==> src/rtl/wa_miss_pkg.sv <==
package wa_miss_pkg;

  typedef enum logic [1:0] {
    MB_FREE  = 2'd0,
    MB_NEED  = 2'd1,
    MB_WAIT  = 2'd2,
    MB_READY = 2'd3
  } mb_state_e;

  // index of the lowest set bit, 0 when none is set
  function automatic int unsigned first_set(input logic [31:0] v);
    int unsigned r;
    r = 0;
    for (int i = 31; i >= 0; i--) begin
      if (v[i]) r = i;
    end
    return r;
  endfunction

endpackage

==> src/rtl/wa_miss_pick.sv <==
module wa_miss_pick #(
  parameter int N  = 8,
  parameter int IW = 3
) (
  input  logic          clk,
  input  logic          rst_n,
  input  logic [N-1:0]  req,
  input  logic          take,
  output logic          any,
  output logic [IW-1:0] idx
);
  import wa_miss_pkg::*;

  logic          hold_q;
  logic [IW-1:0] last_q;
  logic [IW-1:0] lowest;

  assign lowest = IW'(first_set(32'(req)));
  assign any    = |req;
  assign idx    = hold_q ? last_q : lowest;

  // an offer that was not taken is repeated unchanged
  always_ff @(posedge clk) begin
    if (!rst_n) begin
      hold_q <= 1'b0;
      last_q <= '0;
    end else begin
      hold_q <= any && !take;
      last_q <= idx;
    end
  end

  // the granted index always points at a requesting buffer
  a_r8_grant_requested: assert property (@(posedge clk) disable iff (!rst_n)
    any |-> req[idx]);

endmodule

==> src/rtl/wa_miss_entry.sv <==
module wa_miss_entry #(
  parameter int LADDR_W    = 26,
  parameter int LINE_BYTES = 16
) (
  input  logic                    clk,
  input  logic                    rst_n,
  input  logic                    alloc,
  input  logic [LADDR_W-1:0]      alloc_line,
  input  logic                    st_en,
  input  logic [LINE_BYTES*8-1:0] st_data,
  input  logic [LINE_BYTES-1:0]   st_be,
  input  logic                    fet_fire,
  input  logic                    rsp_en,
  input  logic [LINE_BYTES*8-1:0] rsp_data,
  input  logic                    wr_fire,
  output logic                    busy,
  output logic                    need_fetch,
  output logic                    ready_wr,
  output logic [LADDR_W-1:0]      line,
  output logic [LINE_BYTES*8-1:0] data
);
  import wa_miss_pkg::*;

  mb_state_e                 state_q;
  logic [LADDR_W-1:0]        line_q;
  logic [LINE_BYTES*8-1:0]   data_q;
  logic [LINE_BYTES-1:0]     bv_q;

  assign busy       = (state_q != MB_FREE);
  assign need_fetch = (state_q == MB_NEED);
  assign ready_wr   = (state_q == MB_READY);
  assign line       = line_q;
  assign data       = data_q;

  always_ff @(posedge clk) begin
    if (!rst_n) begin
      state_q <= MB_FREE;
      line_q  <= '0;
      data_q  <= '0;
      bv_q    <= '0;
    end else if (alloc) begin
      state_q <= MB_NEED;
      line_q  <= alloc_line;
      data_q  <= st_data;
      bv_q    <= st_be;
    end else begin
      if (fet_fire) state_q <= MB_WAIT;
      if (rsp_en)   state_q <= MB_READY;
      if (wr_fire) begin
        state_q <= MB_FREE;
        bv_q    <= '0;
      end
      for (int b = 0; b < LINE_BYTES; b++) begin
        if (st_en && st_be[b]) begin
          data_q[b*8 +: 8] <= st_data[b*8 +: 8];
          bv_q[b]          <= 1'b1;
        end else if (rsp_en && !bv_q[b]) begin
          data_q[b*8 +: 8] <= rsp_data[b*8 +: 8];
        end
      end
    end
  end

  // fetched data only lands in a buffer that is waiting for it
  a_r3_rsp_to_waiting: assert property (@(posedge clk) disable iff (!rst_n)
    rsp_en |-> state_q == MB_WAIT);

  // a fetch is only accepted from a buffer that still needs one
  a_r2_fetch_from_needy: assert property (@(posedge clk) disable iff (!rst_n)
    fet_fire |-> state_q == MB_NEED);

endmodule

==> src/rtl/wa_miss_file.sv <==
module wa_miss_file #(
  parameter int NBUF       = 8,
  parameter int LINE_BYTES = 16,
  parameter int LADDR_W    = 26,
  localparam int LINE_W    = LINE_BYTES * 8,
  localparam int TAG_W     = (NBUF > 1) ? $clog2(NBUF) : 1
) (
  input  logic               clk,
  input  logic               rst_n,
  input  logic               req_valid,
  output logic               req_ready,
  input  logic               req_is_store,
  input  logic [LADDR_W-1:0] req_line,
  input  logic [LINE_W-1:0]  req_data,
  input  logic [LINE_BYTES-1:0] req_be,
  output logic               fet_valid,
  input  logic               fet_ready,
  output logic [LADDR_W-1:0] fet_line,
  output logic [TAG_W-1:0]   fet_tag,
  input  logic               rsp_valid,
  input  logic [TAG_W-1:0]   rsp_tag,
  input  logic [LINE_W-1:0]  rsp_data,
  output logic               wr_valid,
  input  logic               wr_ready,
  output logic [LADDR_W-1:0] wr_line,
  output logic [LINE_W-1:0]  wr_data
);
  import wa_miss_pkg::*;

  logic [NBUF-1:0]    busy, need_f, rdy_w;
  logic [NBUF-1:0]    raw_match, match, wr_fire_v;
  logic [LADDR_W-1:0] ent_line [NBUF];
  logic [LINE_W-1:0]  ent_data [NBUF];
  logic [TAG_W-1:0]   fet_idx, wr_idx, hit_idx, alloc_idx;
  logic               fet_any, wr_any, hit, any_free, accept;
  logic [LINE_BYTES-1:0] eff_be;

  wa_miss_pick #(.N(NBUF), .IW(TAG_W)) u_fet_pick (
    .clk(clk), .rst_n(rst_n), .req(need_f),
    .take(fet_valid && fet_ready), .any(fet_any), .idx(fet_idx));

  wa_miss_pick #(.N(NBUF), .IW(TAG_W)) u_wr_pick (
    .clk(clk), .rst_n(rst_n), .req(rdy_w),
    .take(wr_valid && wr_ready), .any(wr_any), .idx(wr_idx));

  always_comb begin
    for (int i = 0; i < NBUF; i++) begin
      wr_fire_v[i] = wr_valid && wr_ready && (wr_idx == TAG_W'(i));
      raw_match[i] = busy[i] && (ent_line[i] == req_line);
    end
  end

  // a buffer leaving on this edge cannot take more bytes
  assign match     = raw_match & ~wr_fire_v;
  assign hit       = |match;
  assign hit_idx   = TAG_W'(first_set(32'(match)));
  assign any_free  = |(~busy);
  assign alloc_idx = TAG_W'(first_set(32'(~busy)));
  assign req_ready = hit || any_free;
  assign accept    = req_valid && req_ready;
  assign eff_be    = req_is_store ? req_be : '0;

  for (genvar g = 0; g < NBUF; g++) begin : g_buf
    wa_miss_entry #(.LADDR_W(LADDR_W), .LINE_BYTES(LINE_BYTES)) u_entry (
      .clk       (clk),
      .rst_n     (rst_n),
      .alloc     (accept && !hit && (alloc_idx == TAG_W'(g))),
      .alloc_line(req_line),
      .st_en     (accept && hit && (hit_idx == TAG_W'(g))),
      .st_data   (req_data),
      .st_be     (eff_be),
      .fet_fire  (fet_valid && fet_ready && (fet_idx == TAG_W'(g))),
      .rsp_en    (rsp_valid && (rsp_tag == TAG_W'(g))),
      .rsp_data  (rsp_data),
      .wr_fire   (wr_fire_v[g]),
      .busy      (busy[g]),
      .need_fetch(need_f[g]),
      .ready_wr  (rdy_w[g]),
      .line      (ent_line[g]),
      .data      (ent_data[g])
    );
  end

  assign fet_valid = fet_any;
  assign fet_line  = ent_line[fet_idx];
  assign fet_tag   = fet_idx;
  assign wr_valid  = wr_any;
  assign wr_line   = ent_line[wr_idx];
  assign wr_data   = ent_data[wr_idx];

  initial begin
    a_r6_nbuf_range: assert (NBUF >= 1 && NBUF <= 32);
  end

  // a line is owned by at most one buffer
  a_r4_single_owner: assert property (@(posedge clk) disable iff (!rst_n)
    $onehot0(raw_match));

  // a new line is never taken while every buffer is busy
  a_r6_no_alloc_when_full: assert property (@(posedge clk) disable iff (!rst_n)
    (req_valid && req_ready && !hit) |-> any_free);

  // fetch offer holds under back-pressure
  a_r9_fetch_hold: assert property (@(posedge clk) disable iff (!rst_n)
    (fet_valid && !fet_ready) |=> fet_valid && $stable(fet_line) && $stable(fet_tag));

  // write offer holds under back-pressure
  a_r9_write_hold: assert property (@(posedge clk) disable iff (!rst_n)
    (wr_valid && !wr_ready) |=> wr_valid && $stable(wr_line));

  // an accepted write is not offered again
  a_r7_write_once: assert property (@(posedge clk) disable iff (!rst_n)
    (wr_valid && wr_ready) |=> !wr_valid || (wr_line != $past(wr_line)));

endmodule

==> config.mk <==
export PLATFORM = sky130hd
export DESIGN_NAME = wa_miss_file
export DESIGN_NICKNAME = d
export VERILOG_FILES = /design/src/rtl/wa_miss_pkg.sv /design/src/rtl/wa_miss_pick.sv /design/src/rtl/wa_miss_entry.sv /design/src/rtl/wa_miss_file.sv
export SDC_FILE = /design/constraint.sdc
export NUM_CORES = 2
export LEC_CHECK = 0
export BUFFER_PORTS_ARGS = -buffer_cell sky130_fd_sc_hd__buf_4
export CAP_MARGIN = 20
export CORE_ASPECT_RATIO = 0.7
export CORE_MARGIN = 4
export CORE_UTILIZATION = 40
export CTS_CLUSTER_DIAMETER = 80
export DETAILED_ROUTE_END_ITERATION = 8
export PLACE_DENSITY = 0.62
export RECOVER_POWER = 100
export SYNTH_ARGS = -nofsm -noshare
export SYNTH_HDL_FRONTEND = slang
export SYNTH_HIERARCHICAL = 1
export SYNTH_SLANG_ARGS = --single-unit
==> constraint.sdc <==
create_clock -name clk -period 3.95 [get_ports clk]
set_clock_uncertainty 0.05 [all_clocks]
set_input_delay 0 -clock clk [delete_from_list [all_inputs] [get_ports clk]]
set_output_delay 0 -clock clk [all_outputs]
set_load 0.005 [all_outputs]
==> flow_metrics.py <==
metrics = {
    "yosys": {
        "syn_nets": 8587,
        "avgSynthCellArea_sq_um": 8.910,
        "synth_area_sq_mm": 0.07376,
        "synth_edf_count": 0,
        "synth_seq_cells": 1384,
        "ys_async_sr_fraction_pct": 0,
        "synth_area_leaders": "dfxtp_1, mux4_2, nand2_1, a31oi_1, o21ai_0",
        "ys_warn_count": 6,
        "synth_seq_area_share_pct": 37.56,
        "yosysUniqueCellTypes": 53,
        "synth_top_flop_cell": "dfxtp_1",
        "yosysTopAreaCell": "dfxtp_1",
        "synthCells": 8279,
        "synth_top_cell_area_share_pct": 37.56,
    },
    "power_and_ir_drop": {
        "vdd_drop_max_mv": 0.4435,
        "p_leak_nw": 31.24,
        "p_total_mw": 37.76,
        "power_density_mw_per_mm2": 405.1,
    },
    "placed_design": {
        "io_buffers": 493,
        "placed_area_sq_mm": 0.07977,
        "dpl.hpwl_microns": 203200,
        "gp_congestion": 0.9624,
        "placed_cells": 10780,
    },
    "timing": {
        "fin_crit_sh_pct": 100.6,
        "rsz0062_at_grt": "true",
        "fin_hold_ws_ns": 0.05067,
        "fin_ws_ns": -0.02402,
        "slew_headroom_pct": 7.426,
        "drv_slew": 0,
        "worst_slew_pin_slew_ns": 1.389,
        "hold_viol": 0,
        "period_needed_ns": 3.974,
        "max_freq_ghz": 0.2516,
        "setup_viol_count_final": 10,
        "final.setup.tns_ns": -0.1181,
    },
    "floorplanning": {
        "core_sq_mm": 0.1828,
        "die_w_microns": 521.3,
        "die_height_microns": 367.3,
        "initial_core_util_pct": 40.36,
        "placementRows": 131,
        "die-area_sq_mm": 0.1915,
        "ioPinCount": 494,
    },
    "clock_tree": {
        "clock_tree.buffer_depth": 3,
        "path_clk_slew_ns": 0.06,
        "clock-root-buffer": "clkbuf_16",
        "clock_latency_ns": 0.82,
        "cts_made_buffers": 150,
        "cts_tree": "built",
        "cts_sinks": 1384,
        "htree_levels": 4,
    },
    "drt": {
        "drc": 0,
        "dr.first_iter.drc_count": 10520,
        "routed_via_density": 6.168,
        "wl_microns": 316400,
        "detail-route-antenna-nets": 0,
        "post_drt_wl_per_cell_microns": 27.08,
        "firstDrtPassIters": 8,
        "vias": 72060,
    },
    "worst_setup_path": {
        "start_kind": "flip-flop",
        "critPathKind": "reg -> out",
        "end_kind": "primary output",
        "crit_path_max_fanout": 47,
        "crit_required_ns": 3.90,
        "arrival_ns": 3.92,
    },
    "cells_and_area": {
        "synthToLayoutAreaGrowth_pct": 26.37,
        "fill_cells": 16290,
        "drive_gt1_share_pct": 22.70,
        "nets": 9391,
        "finalInstanceArea_sq_mm": 0.09321,
        "layout_common_cells": "nand2_1, dfxtp_1, a31oi_1, buf_4, o21ai_0",
        "finalNonFillerCells": 11680,
        "final_common_cell": "nand2_1",
    },
    "status": {
        "violations": "negative setup slack",
        "status": "finished, violations left",
    },
    "global_route": {
        "antenna_found_initial": 26,
        "track_usage_pct": 30.83,
        "grt_pass1_vias": 66160,
        "grt_pass1_wl_microns": 450300,
        "grt_max_degree": 259,
        "grt.overflow.total": 0,
    },
    "job": {
        "maxCapViolations": 0,
    },
    "worst_hold_path": {
        "hold_path_class": "in -> reg",
    },
}
==> worst paths after layout <==
| path | start | to | slack [ns] | cells past startpoint |
|---|---|---|---|---|
| setup / recovery | g_buf[3].u_entry/state_q[1] | wr_data[107] | -0.02 | 9 |
| hold / removal | rsp_data[77] | g_buf[0].u_entry/data[77] | 0.05 | 4 |
| setup reg to reg | g_buf[3].u_entry/state_q[1] | g_buf[7].u_entry/data[55] | -0.02 | 17 |
| hold reg to reg | g_buf[4].u_entry/data[6] | g_buf[4].u_entry/data[6] | 0.42 | 2 |
==> cells by family (layout without fill, tap and decap cells) <==
kind of cell	after synthesis	count (layout)	synth area share [%]
buffers and inverters	764	1668	6.207
AO/OA/AOI/OAI	2367	2381	20.27
AND/OR/NAND/NOR	2806	2806	16.80
other	0	26	0
multiplexers	750	750	16.59
XOR/XNOR	208	208	2.571
flip-flops	1384	1384	37.56
==> through the flow <==
stage	util, %	setup WS, ns
2_1_floorplan	-	0.3691
3_3_place_gp	43.60	-0.2093
3_5_place_dp	43.65	-0.1807
4_1_cts	49.30	-0.03268
5_1_grt	51.00	-0.1878
6_report	51.00	-0.02402
==> final cells by class <==
type	count	area, sq um	share of cell area (%)
inverter	16	60.06	0.06443
clock inverter	53	691.9	0.7423
tap	2460	3078	3.302
antenna	26	65.06	0.06980
sequential	1384	27710	29.73
multi-input combinational	6145	42810	45.93
timing repair buffer	1386	14560	15.62
clock buffer	213	4242	4.550
==> state kept, by name, indices dropped and copies added, names as in the netlist <==
signal and cells:
u_wr_pick/hold_q 1, u_fet_pick/last_q 3, g_buf.u_entry/state_q 16, u_wr_pick/last_q 3, g_buf.u_entry/bv_q 128, g_buf.u_entry/data 1024, g_buf.u_entry/line 208, u_fet_pick/hold_q 1
==> cells in the mapped netlist, drive strengths merged (5+ instances only) <==
library cell,instances
clkbuf,239
dfxtp,1384
buf,509
and2,30
xor2,12
or2,8
nand2b,148
inv,16
o21a,16
xnor2,196
nand2,2078
o21ai,1028
mux2,180
a31oi,1024
a21oi,142
o211ai,5
mux2i,210
nor3,14
mux4,360
a22o,128
nand3,20
nor3b,8
nor2,29
a211oi,7
o31a,8
nor4,38
nor2b,344
nand4,77
==> timing repair <==
item / in CTS / in global routing
gates resized for setup: 86 / 471
pin swaps: 19 / 66
setup endpoints to repair: 726 / 1391
buffers inserted: 36 / 113
hold buffers: 410 / 2
cloned: 16 / 32
hold endpoints to repair: 1271 / 20
==> layer usage <==
metal	track usage, %	vias up	share of wire [%]	routed length (microns)
met1	44.08	35230	42	131600
met2	45.36	4677	43	135000
met4	11.18	0	4.2	13220
met5	0	-	0	0
li1	-	31480	-	-
met3	6.895	677	12	36610
==> critical path: stages (launching register included) <==
cell and delay (ns):
dfxtp_2 0.32, and2_4 0.17, or4_4 0.54, o31ai_4 0.26, buf_4 0.19, buf_16 0.25, buf_16 0.30, buf_16 0.29
mux2_2 0.42, buf_4 0.14
==> power by group <==
group / switching, mW / internal, mW / leakage, nW
sequential: 0.481 / 14.7 / 11.2
clock: 6.45 / 8.15 / 2.40
combinational: 4.37 / 3.60 / 17.6
Note: power is estimated with default switching activity, not from simulation.
